**src/rtl/sdcmd_pkg.sv**
```systemverilog
package sdcmd_pkg;

  localparam logic [2:0] OP_NORMAL    = 3'd0;
  localparam logic [2:0] OP_NOP       = 3'd1;
  localparam logic [2:0] OP_PRECHARGE = 3'd2;
  localparam logic [2:0] OP_LOADMODE  = 3'd3;

  // fixed mode word fields
  localparam logic [2:0] BURST_LEN_2  = 3'b001;
  localparam logic       BURST_SEQ    = 1'b0;
  localparam logic       WBURST_PROG  = 1'b0;

  typedef enum logic [2:0] {
    CMD_NONE  = 3'd0,
    CMD_NOP   = 3'd1,
    CMD_PRE   = 3'd2,
    CMD_MRS   = 3'd3,
    CMD_READ  = 3'd4,
    CMD_WRITE = 3'd5
  } cmdKind_e;

  typedef struct packed {
    logic     fire;      // drive the target chip select
    logic     ack;       // acknowledge the access
    logic     passData;  // return sampled read data
    cmdKind_e kind;      // pin pattern to drive
  } strobes_t;

endpackage

```
**src/rtl/sdcmd_ctrl.sv**
```systemverilog
module sdcmd_ctrl
  import sdcmd_pkg::*;
#(
  parameter logic [2:0] CAS_RESET = 3'd2
) (
  input  logic       clk,
  input  logic       rstN,
  input  logic       regWrEn,
  input  logic       regSel,
  input  logic [2:0] regWrData,
  input  logic       accValid,
  input  logic       accWrite,
  output strobes_t   strb,
  output logic [2:0] casLat
);

  logic [2:0] opModeQ;
  logic [2:0] casLatQ;

  always_ff @(posedge clk) begin
    if (!rstN) begin
      opModeQ <= OP_PRECHARGE;
      casLatQ <= CAS_RESET;
    end else if (regWrEn) begin
      if (regSel) casLatQ <= regWrData;
      else        opModeQ <= regWrData;
    end
  end

  assign casLat = casLatQ;

  always_comb begin
    strb          = '0;
    strb.kind     = CMD_NONE;
    if (accValid) begin
      strb.ack = 1'b1;
      unique case (opModeQ)
        OP_NORMAL: begin
          strb.fire     = 1'b1;
          strb.kind     = accWrite ? CMD_WRITE : CMD_READ;
          strb.passData = !accWrite;
        end
        OP_PRECHARGE: begin
          strb.fire = accWrite;
          strb.kind = accWrite ? CMD_PRE : CMD_NONE;
        end
        OP_LOADMODE: begin
          strb.fire = accWrite;
          strb.kind = accWrite ? CMD_MRS : CMD_NONE;
        end
        default: begin // NOP mode and reserved values
          strb.fire = accWrite;
          strb.kind = accWrite ? CMD_NOP : CMD_NONE;
        end
      endcase
    end
  end

endmodule

```
**src/rtl/sdcmd_datapath.sv**
```systemverilog
module sdcmd_datapath
  import sdcmd_pkg::*;
#(
  parameter int NUM_DIMM = 4,
  parameter int DIMM_W   = 2,
  parameter int ROW_W    = 13,
  parameter int DATA_W   = 32
) (
  input  logic                clk,
  input  logic                rstN,
  input  strobes_t            strb,
  input  logic [DIMM_W-1:0]   accDimm,
  input  logic [ROW_W-1:0]    accRowAddr,
  input  logic [DATA_W-1:0]   sdRdData,
  input  logic [2:0]          casLat,
  output logic                accAck,
  output logic [DATA_W-1:0]   accRdData,
  output logic [NUM_DIMM-1:0] csN,
  output logic                rasN,
  output logic                casN,
  output logic                weN,
  output logic [ROW_W-1:0]    sdAddr
);

  localparam int A10 = 10;

  logic [ROW_W-1:0] modeWord;
  logic [ROW_W-1:0] preAddr;
  logic [ROW_W-1:0] nextAddr;
  logic             nextRas, nextCas, nextWe;

  always_comb begin
    modeWord      = accRowAddr;
    modeWord[2:0] = BURST_LEN_2;
    modeWord[3]   = BURST_SEQ;
    modeWord[6:4] = casLat;
    modeWord[9]   = WBURST_PROG;
    preAddr       = '0;
    preAddr[A10]  = 1'b1;
  end

  always_comb begin
    nextRas  = 1'b1;
    nextCas  = 1'b1;
    nextWe   = 1'b1;
    nextAddr = '0;
    unique case (strb.kind)
      CMD_PRE:   begin nextRas = 1'b0; nextWe = 1'b0; nextAddr = preAddr; end
      CMD_MRS:   begin nextRas = 1'b0; nextCas = 1'b0; nextWe = 1'b0; nextAddr = modeWord; end
      CMD_READ:  begin nextCas = 1'b0; nextAddr = accRowAddr; end
      CMD_WRITE: begin nextCas = 1'b0; nextWe = 1'b0; nextAddr = accRowAddr; end
      default:   ; // idle or NOP: all strobes high, address zero
    endcase
  end

  always_ff @(posedge clk) begin
    if (!rstN) begin
      rasN      <= 1'b1;
      casN      <= 1'b1;
      weN       <= 1'b1;
      sdAddr    <= '0;
      accAck    <= 1'b0;
      accRdData <= '0;
    end else begin
      rasN      <= nextRas;
      casN      <= nextCas;
      weN       <= nextWe;
      sdAddr    <= nextAddr;
      accAck    <= strb.ack;
      accRdData <= strb.passData ? sdRdData : '0;
    end
  end

  for (genvar d = 0; d < NUM_DIMM; d++) begin : g_cs
    always_ff @(posedge clk) begin
      if (!rstN) csN[d] <= 1'b1;
      else       csN[d] <= !(strb.fire && (accDimm == DIMM_W'(d)));
    end
  end

endmodule

```
**src/rtl/sdcmd_issuer.sv**
```systemverilog
module sdcmd_issuer
  import sdcmd_pkg::*;
#(
  parameter int          NUM_DIMM  = 4,
  parameter int          ROW_W     = 13,
  parameter int          DATA_W    = 32,
  parameter logic [2:0]  CAS_RESET = 3'd2,
  localparam int         DIMM_W    = (NUM_DIMM > 1) ? $clog2(NUM_DIMM) : 1
) (
  input  logic                clk,
  input  logic                rstN,
  input  logic                regWrEn,
  input  logic                regSel,
  input  logic [2:0]          regWrData,
  input  logic                accValid,
  input  logic                accWrite,
  input  logic [DIMM_W-1:0]   accDimm,
  input  logic [ROW_W-1:0]    accRowAddr,
  input  logic [DATA_W-1:0]   sdRdData,
  output logic                accAck,
  output logic [DATA_W-1:0]   accRdData,
  output logic [NUM_DIMM-1:0] csN,
  output logic                rasN,
  output logic                casN,
  output logic                weN,
  output logic [ROW_W-1:0]    sdAddr
);

  strobes_t   strb;
  logic [2:0] casLat;

  sdcmd_ctrl #(.CAS_RESET(CAS_RESET)) ctrl (
    .clk(clk), .rstN(rstN), .regWrEn(regWrEn), .regSel(regSel),
    .regWrData(regWrData), .accValid(accValid), .accWrite(accWrite),
    .strb(strb), .casLat(casLat)
  );

  sdcmd_datapath #(
    .NUM_DIMM(NUM_DIMM), .DIMM_W(DIMM_W), .ROW_W(ROW_W), .DATA_W(DATA_W)
  ) dpath (
    .clk(clk), .rstN(rstN), .strb(strb), .accDimm(accDimm),
    .accRowAddr(accRowAddr), .sdRdData(sdRdData), .casLat(casLat),
    .accAck(accAck), .accRdData(accRdData), .csN(csN),
    .rasN(rasN), .casN(casN), .weN(weN), .sdAddr(sdAddr)
  );

endmodule

```
**config.mk**
```make
export PLATFORM = sky130hd
export DESIGN_NAME = sdcmd_issuer
export DESIGN_NICKNAME = d
export VERILOG_FILES = /design/src/rtl/sdcmd_pkg.sv /design/src/rtl/sdcmd_ctrl.sv /design/src/rtl/sdcmd_datapath.sv /design/src/rtl/sdcmd_issuer.sv
export SDC_FILE = /design/constraint.sdc
export NUM_CORES = 1
export LEC_CHECK = 0
export BUFFER_PORTS_ARGS = -buffer_cell sky130_fd_sc_hd__clkbuf_2
export CORE_MARGIN = 4
export CORE_UTILIZATION = 40
export DETAILED_ROUTE_END_ITERATION = 6
export PLACE_DENSITY_LB_ADDON = 0.2
export SYNTH_ARGS = -nofsm -noshare
export SYNTH_HDL_FRONTEND = slang
export SYNTH_SLANG_ARGS = --single-unit
```
**constraint.sdc**
```tcl
create_clock -name clk -period 3.9 [get_ports clk]
set_clock_uncertainty 0.15 [all_clocks]
set_input_delay 0.585 -clock clk [delete_from_list [all_inputs] [get_ports clk]]
set_output_delay 0.585 -clock clk [all_outputs]
set_load 0.01 [all_outputs]
```
==> summary.txt, run 1 <==
Run status
  • Run status: finished clean

Clock tree
  • Post-cts gate resize count: 0
  • H-Tree Level Count: 3
  • Clock root buffer: sky130_fd_sc_hd__clkbuf_8
  • Clock transition at the registers of the reported paths: 60 ps
  • Clock tree buffer depth: 2
  • Post CTS Setup Buffer Count: 0
  • TritonCTS Buffers: 9
  • TritonCTS clock tree: built
  • Hold buffer count at CTS: 0
  • Worst-Skew Late Latency: ~320 ps
  • Sink count of the clock tree: 59

Synthesis
  • Cell type with the highest aggregate area in the netlist: sky130_fd_sc_hd__dfxtp_1
  • Most frequently used flop master after synthesis: sky130_fd_sc_hd__dfxtp_1
  • Ys Warns: 0
  • Register bit count reported by yosys: 59
  • Area fraction of the dominant cell type after synthesis: 0.6615
  • Synthesized instance count: between 150 and 200
  • Synth Cell Area: between 0.0015 and 0.002 mm^2
  • Sequential cell area fraction in the yosys report: 0.6615
  • Top cells by area in the synthesized netlist: sky130_fd_sc_hd__dfxtp_1 (66%), sky130_fd_sc_hd__and2_2 (9.3%), sky130_fd_sc_hd__and2_1 (5.3%)
  • Net Count, Synth: 207
  • Average cell area after synthesis: between 10 and 15 um^2
  • Number of flops mapped to enable cells by yosys: 0
  • Async set-reset flop share out of synthesis: 0
  • Unique cell type count in the Yosys netlist: 24

Floorplanning
  • Overall die height: around 75 um
  • Placeable Area: 0.004324 mm^2
  • Die ar.: around 0.0056 mm^2
  • Row cnt: 24
  • Width of the die: 74.81 um
  • Number of top-level design ports: between 100 and 150
  • Initial core utilization: 0.4129

Layout
  • Share of cells above drive strength 1: 0.5424
  • Final core utilization: 0.5995
  • Antenna cells: 0
  • Commonest cells after routing, fill and taps aside: sky130_fd_sc_hd__clkbuf_2 (108), sky130_fd_sc_hd__dfxtp_1 (59), sky130_fd_sc_hd__and2_2 (22), sky130_fd_sc_hd__and2_1 (15), sky130_fd_sc_hd__clkbuf_8 (11)
  • Leading cell type in the layout, fill and taps excluded: sky130_fd_sc_hd__clkbuf_2
  • Area grow syn2layout: 45.20%
  • Number of nets in the layout: roughly 320

STA
  • Final hold violations: 0
  • Final setup violation count: 0
  • Hold WS: 311.8 ps
  • Headroom to the max-slew limit: 0.2898
  • Maximum clock rate: 486.1 MHz
  • Shortest period the worst path allows: ~2100 ps
  • Final Max Tran Viols: 0
  • Crit share post-route: 0.5274
  • Fin Setup TNS: 0 ps
  • Setup repair after global routing missed its margin: false
  • Measured slew at the worst slew-check pin: 1057 ps

Global route
  • Initial antenna violation count: 0
  • Number of global-route vias before repair: 1,352
  • Wire length of the first global-routing pass: 5740 um
  • Overall fraction of global-route tracks in use: 0.1398
  • Total congestion overflow: 0
  • Pin count of the biggest net entering global routing: 33

Worst setup path
  • Endpoint of the most critical setup path: dpath.accRdData[3]
  • Critical path buffer and inverter count: 0
  • Series of cell instances along the critical path: or2_4 > nor4_4 > and2_2
  • Slowest cell on the critical path: sky130_fd_sc_hd__nor4_4
  • Endpoint of the lowest-slack register-to-register path: dpath.accRdData[3]
  • Worst R2R Setup Slack: ~1800 ps
  • Endpoint type of the worst setup path: flop
  • Worst Setup Start Kind: flop
  • Critical Path Fanout Max: 32
  • Worst Reg2Reg Path Length in Cells: 3
  • Category of cells accounting for the largest share of critical-path delay: simple AND/OR/NAND/NOR gates
  • Crit Reg-Reg Startpoint: ctrl.opModeQ[0]
  • WP depth: 3
  • Longest individual stage delay on the worst path: ~870 ps
  • Crit Path Category: flop to flop
  • Timing startpoint of the critical path: ctrl.opModeQ[0]
  • Data arrival time of the critical path: between 2000 and 2500 ps
  • CP required: 4010 ps

Drt
  • Residual DRC: 0
  • Average wire per standard cell: between 10 and 15 um
  • Count of vias placed by the detailed router: roughly 1,400
  • Via-to-Cell Ratio: about 4.4
  • Total wire length: about 3800 um
  • Routed Antenna Nets: 0
  • Iteration-0 DRC Markers: 47
  • Drt first pass iters: 4

Place
  • Number of buffers added on ports: between 100 and 150
  • Final weighted congestion of routability-driven global placement: approximately 0.68
  • Detailed placement HPWL: 3002 um

Power
  • Leakage component of the power: around 1.3 nW
  • Peak supply drop: ~0.00023 V
  • Pwr/cell area: approximately 500 mW/mm^2

Run
  • Count of max-cap constraint violations: 0

Min path
  • Path type of the worst min-delay path: primary input to flop
## cells by family (layout without fill, tap and decap cells)
| logic type | count (synthesis) | in the layout | synth area share |
|---|---|---|---|
| AOI/OAI and AO/OA | 9 | 9 | 0.03784 |
| buffers and inverters | 6 | 126 | 0.01892 |
| DFF | 59 | 59 | 0.6615 |
| muxes | 4 | 4 | 0.02243 |
| and+or+nand+nor | 73 | 73 | 0.2593 |
## routing by layer
layer  global-route usage  wire (um)  up-vias
met1               0.1471       1485      640
met5                    0          0        -
met2               0.2332       1931       51
li1                     -          -      724
met4               0.1008         59        0
met3              0.04673        321        6
## power breakdown
group          leakage [nW]  switching, W  total [W]  internal, W
Sequential            0.478    0.00000527   0.000617     0.000612
Clock                 0.113      0.000223   0.000616     0.000394
Combinational         0.711     0.0000285  0.0000627    0.0000342
## registers in the layout, indices dropped and copies added (netlist names)
name,count
dpath.csN,4
dpath.accAck,1
dpath.sdAddr,13
ctrl.opModeQ,3
dpath.casN,1
dpath.accRdData,32
dpath.rasN,1
dpath.weN,1
ctrl.casLat,3
## worst min-delay path by stage
stage | startpoint | cells after the start | endpoint
detailed placement | ctrl.casLat[2] | 2 | ctrl.casLat[2]
global placement | ctrl.casLat[0] | 2 | ctrl.casLat[0]
global route | accRowAddr[12] | 2 | dpath.sdAddr[12]
floorplan | ctrl.casLat[1] | 2 | ctrl.casLat[1]
finish | accRowAddr[12] | 2 | dpath.sdAddr[12]
CTS | accRowAddr[12] | 2 | dpath.sdAddr[12]
## worst register-to-register path, cell delays in order (launching register included)
cell                      delay (ps)
sky130_fd_sc_hd__dfxtp_1         390
sky130_fd_sc_hd__or2_4           310
sky130_fd_sc_hd__nor4_4          870
sky130_fd_sc_hd__and2_2          280
## cell type report
| cell class | instances | area [um^2] |
|---|---|---|
| Clock inverter | 4 | 72.57 |
| Tap cell | 52 | 65.06 |
| Clock buffer | 12 | 155.1 |
| Sequential cell | 59 | 1181 |
| Inverter | 2 | 7.507 |
| Timing Repair Buffer | 108 | 540.5 |
| Multi-Input combinational cell | 86 | 570.5 |
| Fill cell | 390 | 1732 |
## Yosys cell counts, drive strengths merged (2+ instances only)
master and count:
a21boi 2, mux2i 4, clkbuf 3, and3 4
nor2 6, nand2 9, a21oi 2, nand3 6
and2 37, dfxtp 59, inv 2, nor2b 3
nand4b 2, a32oi 3
## stage by stage
step | power (W) | instances | worst slack, ps | instance area (um^2)
5_1_grt | 0.001348 | 323 | 1612 | 2592
3_5_place_dp | 0.0006941 | 307 | 1612 | 2365
4_1_cts | 0.001312 | 323 | 1766 | 2592
6_report | 0.001296 | 323 | 1843 | 2592
3_3_place_gp | 0.0006944 | 307 | 1621 | 2365
2_1_floorplan | 0.0006549 | 151 | 2436 | 1785
(Power assumes the default switching activity.)
==> run 2: changes to the inputs <==
- clock period: 3.9 -> 1.9 ns (I/O delays scaled with it)
==> summary.txt, run 2 (synthesis results as in run 1) <==
Drt
  • Residual DRC: 0 (unchanged)
  • Total wire length: 3960 um (+4.3%)
  • Iteration-0 DRC Markers: 28 (-40%)
  • Count of vias placed by the detailed router: 1,443 (+1.5%)
  • Routed Antenna Nets: 0 (unchanged)
  • Via-to-Cell Ratio: 4.386 (-0.30%)
  • Drt first pass iters: 4 (unchanged)
  • Average wire per standard cell: 12.04 um (+2.4%)

STA
  • Measured slew at the worst slew-check pin: 402.3 ps (-655.1 ps)
  • Final setup violation count: 0 (unchanged)
  • Final hold violations: 0 (unchanged)
  • Maximum clock rate: 649.3 MHz (+34%)
  • Crit share post-route: 0.8106 (+0.2832)
  • Post-route setup slack: 359.8 ps (-1483 ps)
  • Setup repair after global routing missed its margin: false
  • Fin Setup TNS: 0 ps (unchanged)
  • Final Max Tran Viols: 0 (unchanged)
  • Hold WS: 12.36 ps (-299.4 ps)
  • Shortest period the worst path allows: 1540 ps (-516.8 ps)
  • Headroom to the max-slew limit: 0.7308 (+0.4410)

Power
  • Design Power: 0.002355 W (+82%)
  • Leakage component of the power: 1.307 nW (+0.51%)
  • Peak supply drop: 0.0005204 V (+120%)
  • Pwr/cell area: 908.3 mW/mm^2 (+82%)

Global route
  • Wire length of the first global-routing pass: 5871 um (+2.3%)
  • Total congestion overflow: 0 (unchanged)
  • Number of global-route vias before repair: 1,349 (-0.22%)
  • Pin count of the biggest net entering global routing: 33 (unchanged)
  • Initial antenna violation count: 0 (unchanged)
  • Overall fraction of global-route tracks in use: 0.1442 (+0.004375)

Worst setup path
  • CP required: 2020 ps (-1990 ps)
  • Crit Path Category: flop to flop
  • Endpoint type of the worst setup path: flop
  • Series of cell instances along the critical path: or2_4 > nor4_4 > buf_4 > and2_2
  • Worst Reg2Reg Path Length in Cells: 4 (+1)
  • Category of cells accounting for the largest share of critical-path delay: simple AND/OR/NAND/NOR gates
  • Data arrival time of the critical path: 1660 ps (-510 ps)
  • Longest individual stage delay on the worst path: 380 ps (-490 ps)
  • Worst R2R Setup Slack: 360 ps (-1480 ps)
  • Critical path buffer and inverter count: 1 (+1)
  • Endpoint of the lowest-slack register-to-register path: dpath.accRdData[3]
  • Worst Setup Start Kind: flop
  • Critical Path Fanout Max: 32 (unchanged)
  • Slowest cell on the critical path: sky130_fd_sc_hd__dfxtp_1
  • Crit Reg-Reg Startpoint: ctrl.opModeQ[0]

Clock tree
  • TritonCTS Buffers: 9 (unchanged)
  • TritonCTS clock tree: built
  • Clock tree buffer depth: 2 (unchanged)
  • H-Tree Level Count: 3 (unchanged)
  • Clock transition at the registers of the reported paths: 60 ps (about the same)
  • Clock root buffer: sky130_fd_sc_hd__clkbuf_8
  • Post-cts gate resize count: 0 (unchanged)
  • Worst-Skew Late Latency: 320 ps (about the same)
  • Sink count of the clock tree: 59 (unchanged)

Layout
  • Leading cell type in the layout, fill and taps excluded: sky130_fd_sc_hd__clkbuf_2
  • Register with the highest flop count: dpath.accRdData
  • Post-Layout Cell Count: 329 (+1.9%)
  • Regs by FF count: dpath.accRdData x32, dpath.sdAddr x13, dpath.csN x4
  • Flip-flop count of the largest register after layout: 32 (unchanged)
  • Area grow syn2layout: 45.20% (unchanged)
  • Commonest cells after routing, fill and taps aside: sky130_fd_sc_hd__clkbuf_2 (108), sky130_fd_sc_hd__dfxtp_1 (59), sky130_fd_sc_hd__and2_2 (22), sky130_fd_sc_hd__and2_1 (15), sky130_fd_sc_hd__clkbuf_8 (10)
  • Antenna cells: 0 (unchanged)
  • Number of nets in the layout: 328 (+1.9%)
  • Share of cells above drive strength 1: 0.5343 (-0.008139)

Place
  • Pre-CTS setup slack: 343.1 ps (-1269 ps)
  • Number of buffers added on ports: 108 (unchanged)
  • Count of placed standard cells including taps: 308 (+0.33%)
  • Final weighted congestion of routability-driven global placement: 0.8056 (+19%)
  • Detailed placement HPWL: 3068 um (+2.2%)

Min path
  • Endpoint, Worst Hold: dpath.accRdData[20]
  • Path type of the worst min-delay path: primary input to flop
  • Number of stages on the worst hold path: 2 (unchanged)
  • Beginning of the worst hold path: sdRdData[20]

Floorplanning
  • Overall die height: 74.81 um (unchanged)
  • Row cnt: 24 (unchanged)
  • Initial core utilization: 0.4129 (unchanged)
  • Number of top-level design ports: 109 (unchanged)
  • Die ar.: 0.005597 mm^2 (unchanged)
  • Width of the die: 74.81 um (unchanged)
  • Placeable Area: 0.004324 mm^2 (unchanged)

Run
  • Count of max-cap constraint violations: 0 (unchanged)

Run status
  • Run status: finished clean
==> run 2: changes by cell type in the layout (fill, tap and decap cells not counted), sizes merged <==
cell / previous run / this run
clkinv: 1 / 5
buf: 0 / 1
clkbuf: 120 / 119
clkinvlp: 1 / 0
bufinv: 2 / 0
dlygate4sd3: 0 / 5
==> run 2: area by class of cell <==
cell class	count	area, um^2
fillers	393	1732
inverters	2	7.507
flip-flops and latches	59	1181
well taps	52	65.06
repair buffers	114	598.1
clock buffers	11	141.4
multi-input cells	86	570.5
clock inverters	5	28.78
==> run 2: stage by stage <==
stage | utilization | area [um^2]
floorplan | - | 1785
global placement | 0.5486 | 2372
finish | 0.5995 | 2592
detailed placement | 0.5486 | 2372
global route | 0.5995 | 2592
CTS | 0.5995 | 2592
==> run 2: how the worst max path moves through the flow <==
stage / from / cells past startpoint / end
floorplan: ctrl.opModeQ[0] / 5 / dpath.accRdData[0]
global placement: ctrl.opModeQ[0] / 4 / dpath.accRdData[4]
detailed placement: ctrl.opModeQ[0] / 4 / dpath.accRdData[27]
CTS: ctrl.opModeQ[0] / 4 / dpath.accRdData[27]
global route: ctrl.opModeQ[0] / 4 / dpath.accRdData[27]
finish: ctrl.opModeQ[0] / 4 / dpath.accRdData[3]
==> run 2: what timing repair did <==
| item | 4_1_cts | 5_1_grt |
|---|---|---|
| hold endpoints to repair | 5 | 0 |
| buffers inserted | 0 | 0 |
| hold buffers | 5 | 0 |
==> run 2: where the power goes <==
group          internal (W)  switching, W  total (W)
logic             0.0000770     0.0000606   0.000138
clock network      0.000501      0.000449   0.000950
registers           0.00126     0.0000106    0.00127
==> run 2: layer usage <==
metal	global-route usage	wire length, um	vias to the layer above
met4	0.09881	42	0
met5	0	0	-
met2	0.2420	2052	57
met1	0.1461	1422	646
li1	-	-	736
met3	0.05874	442	4
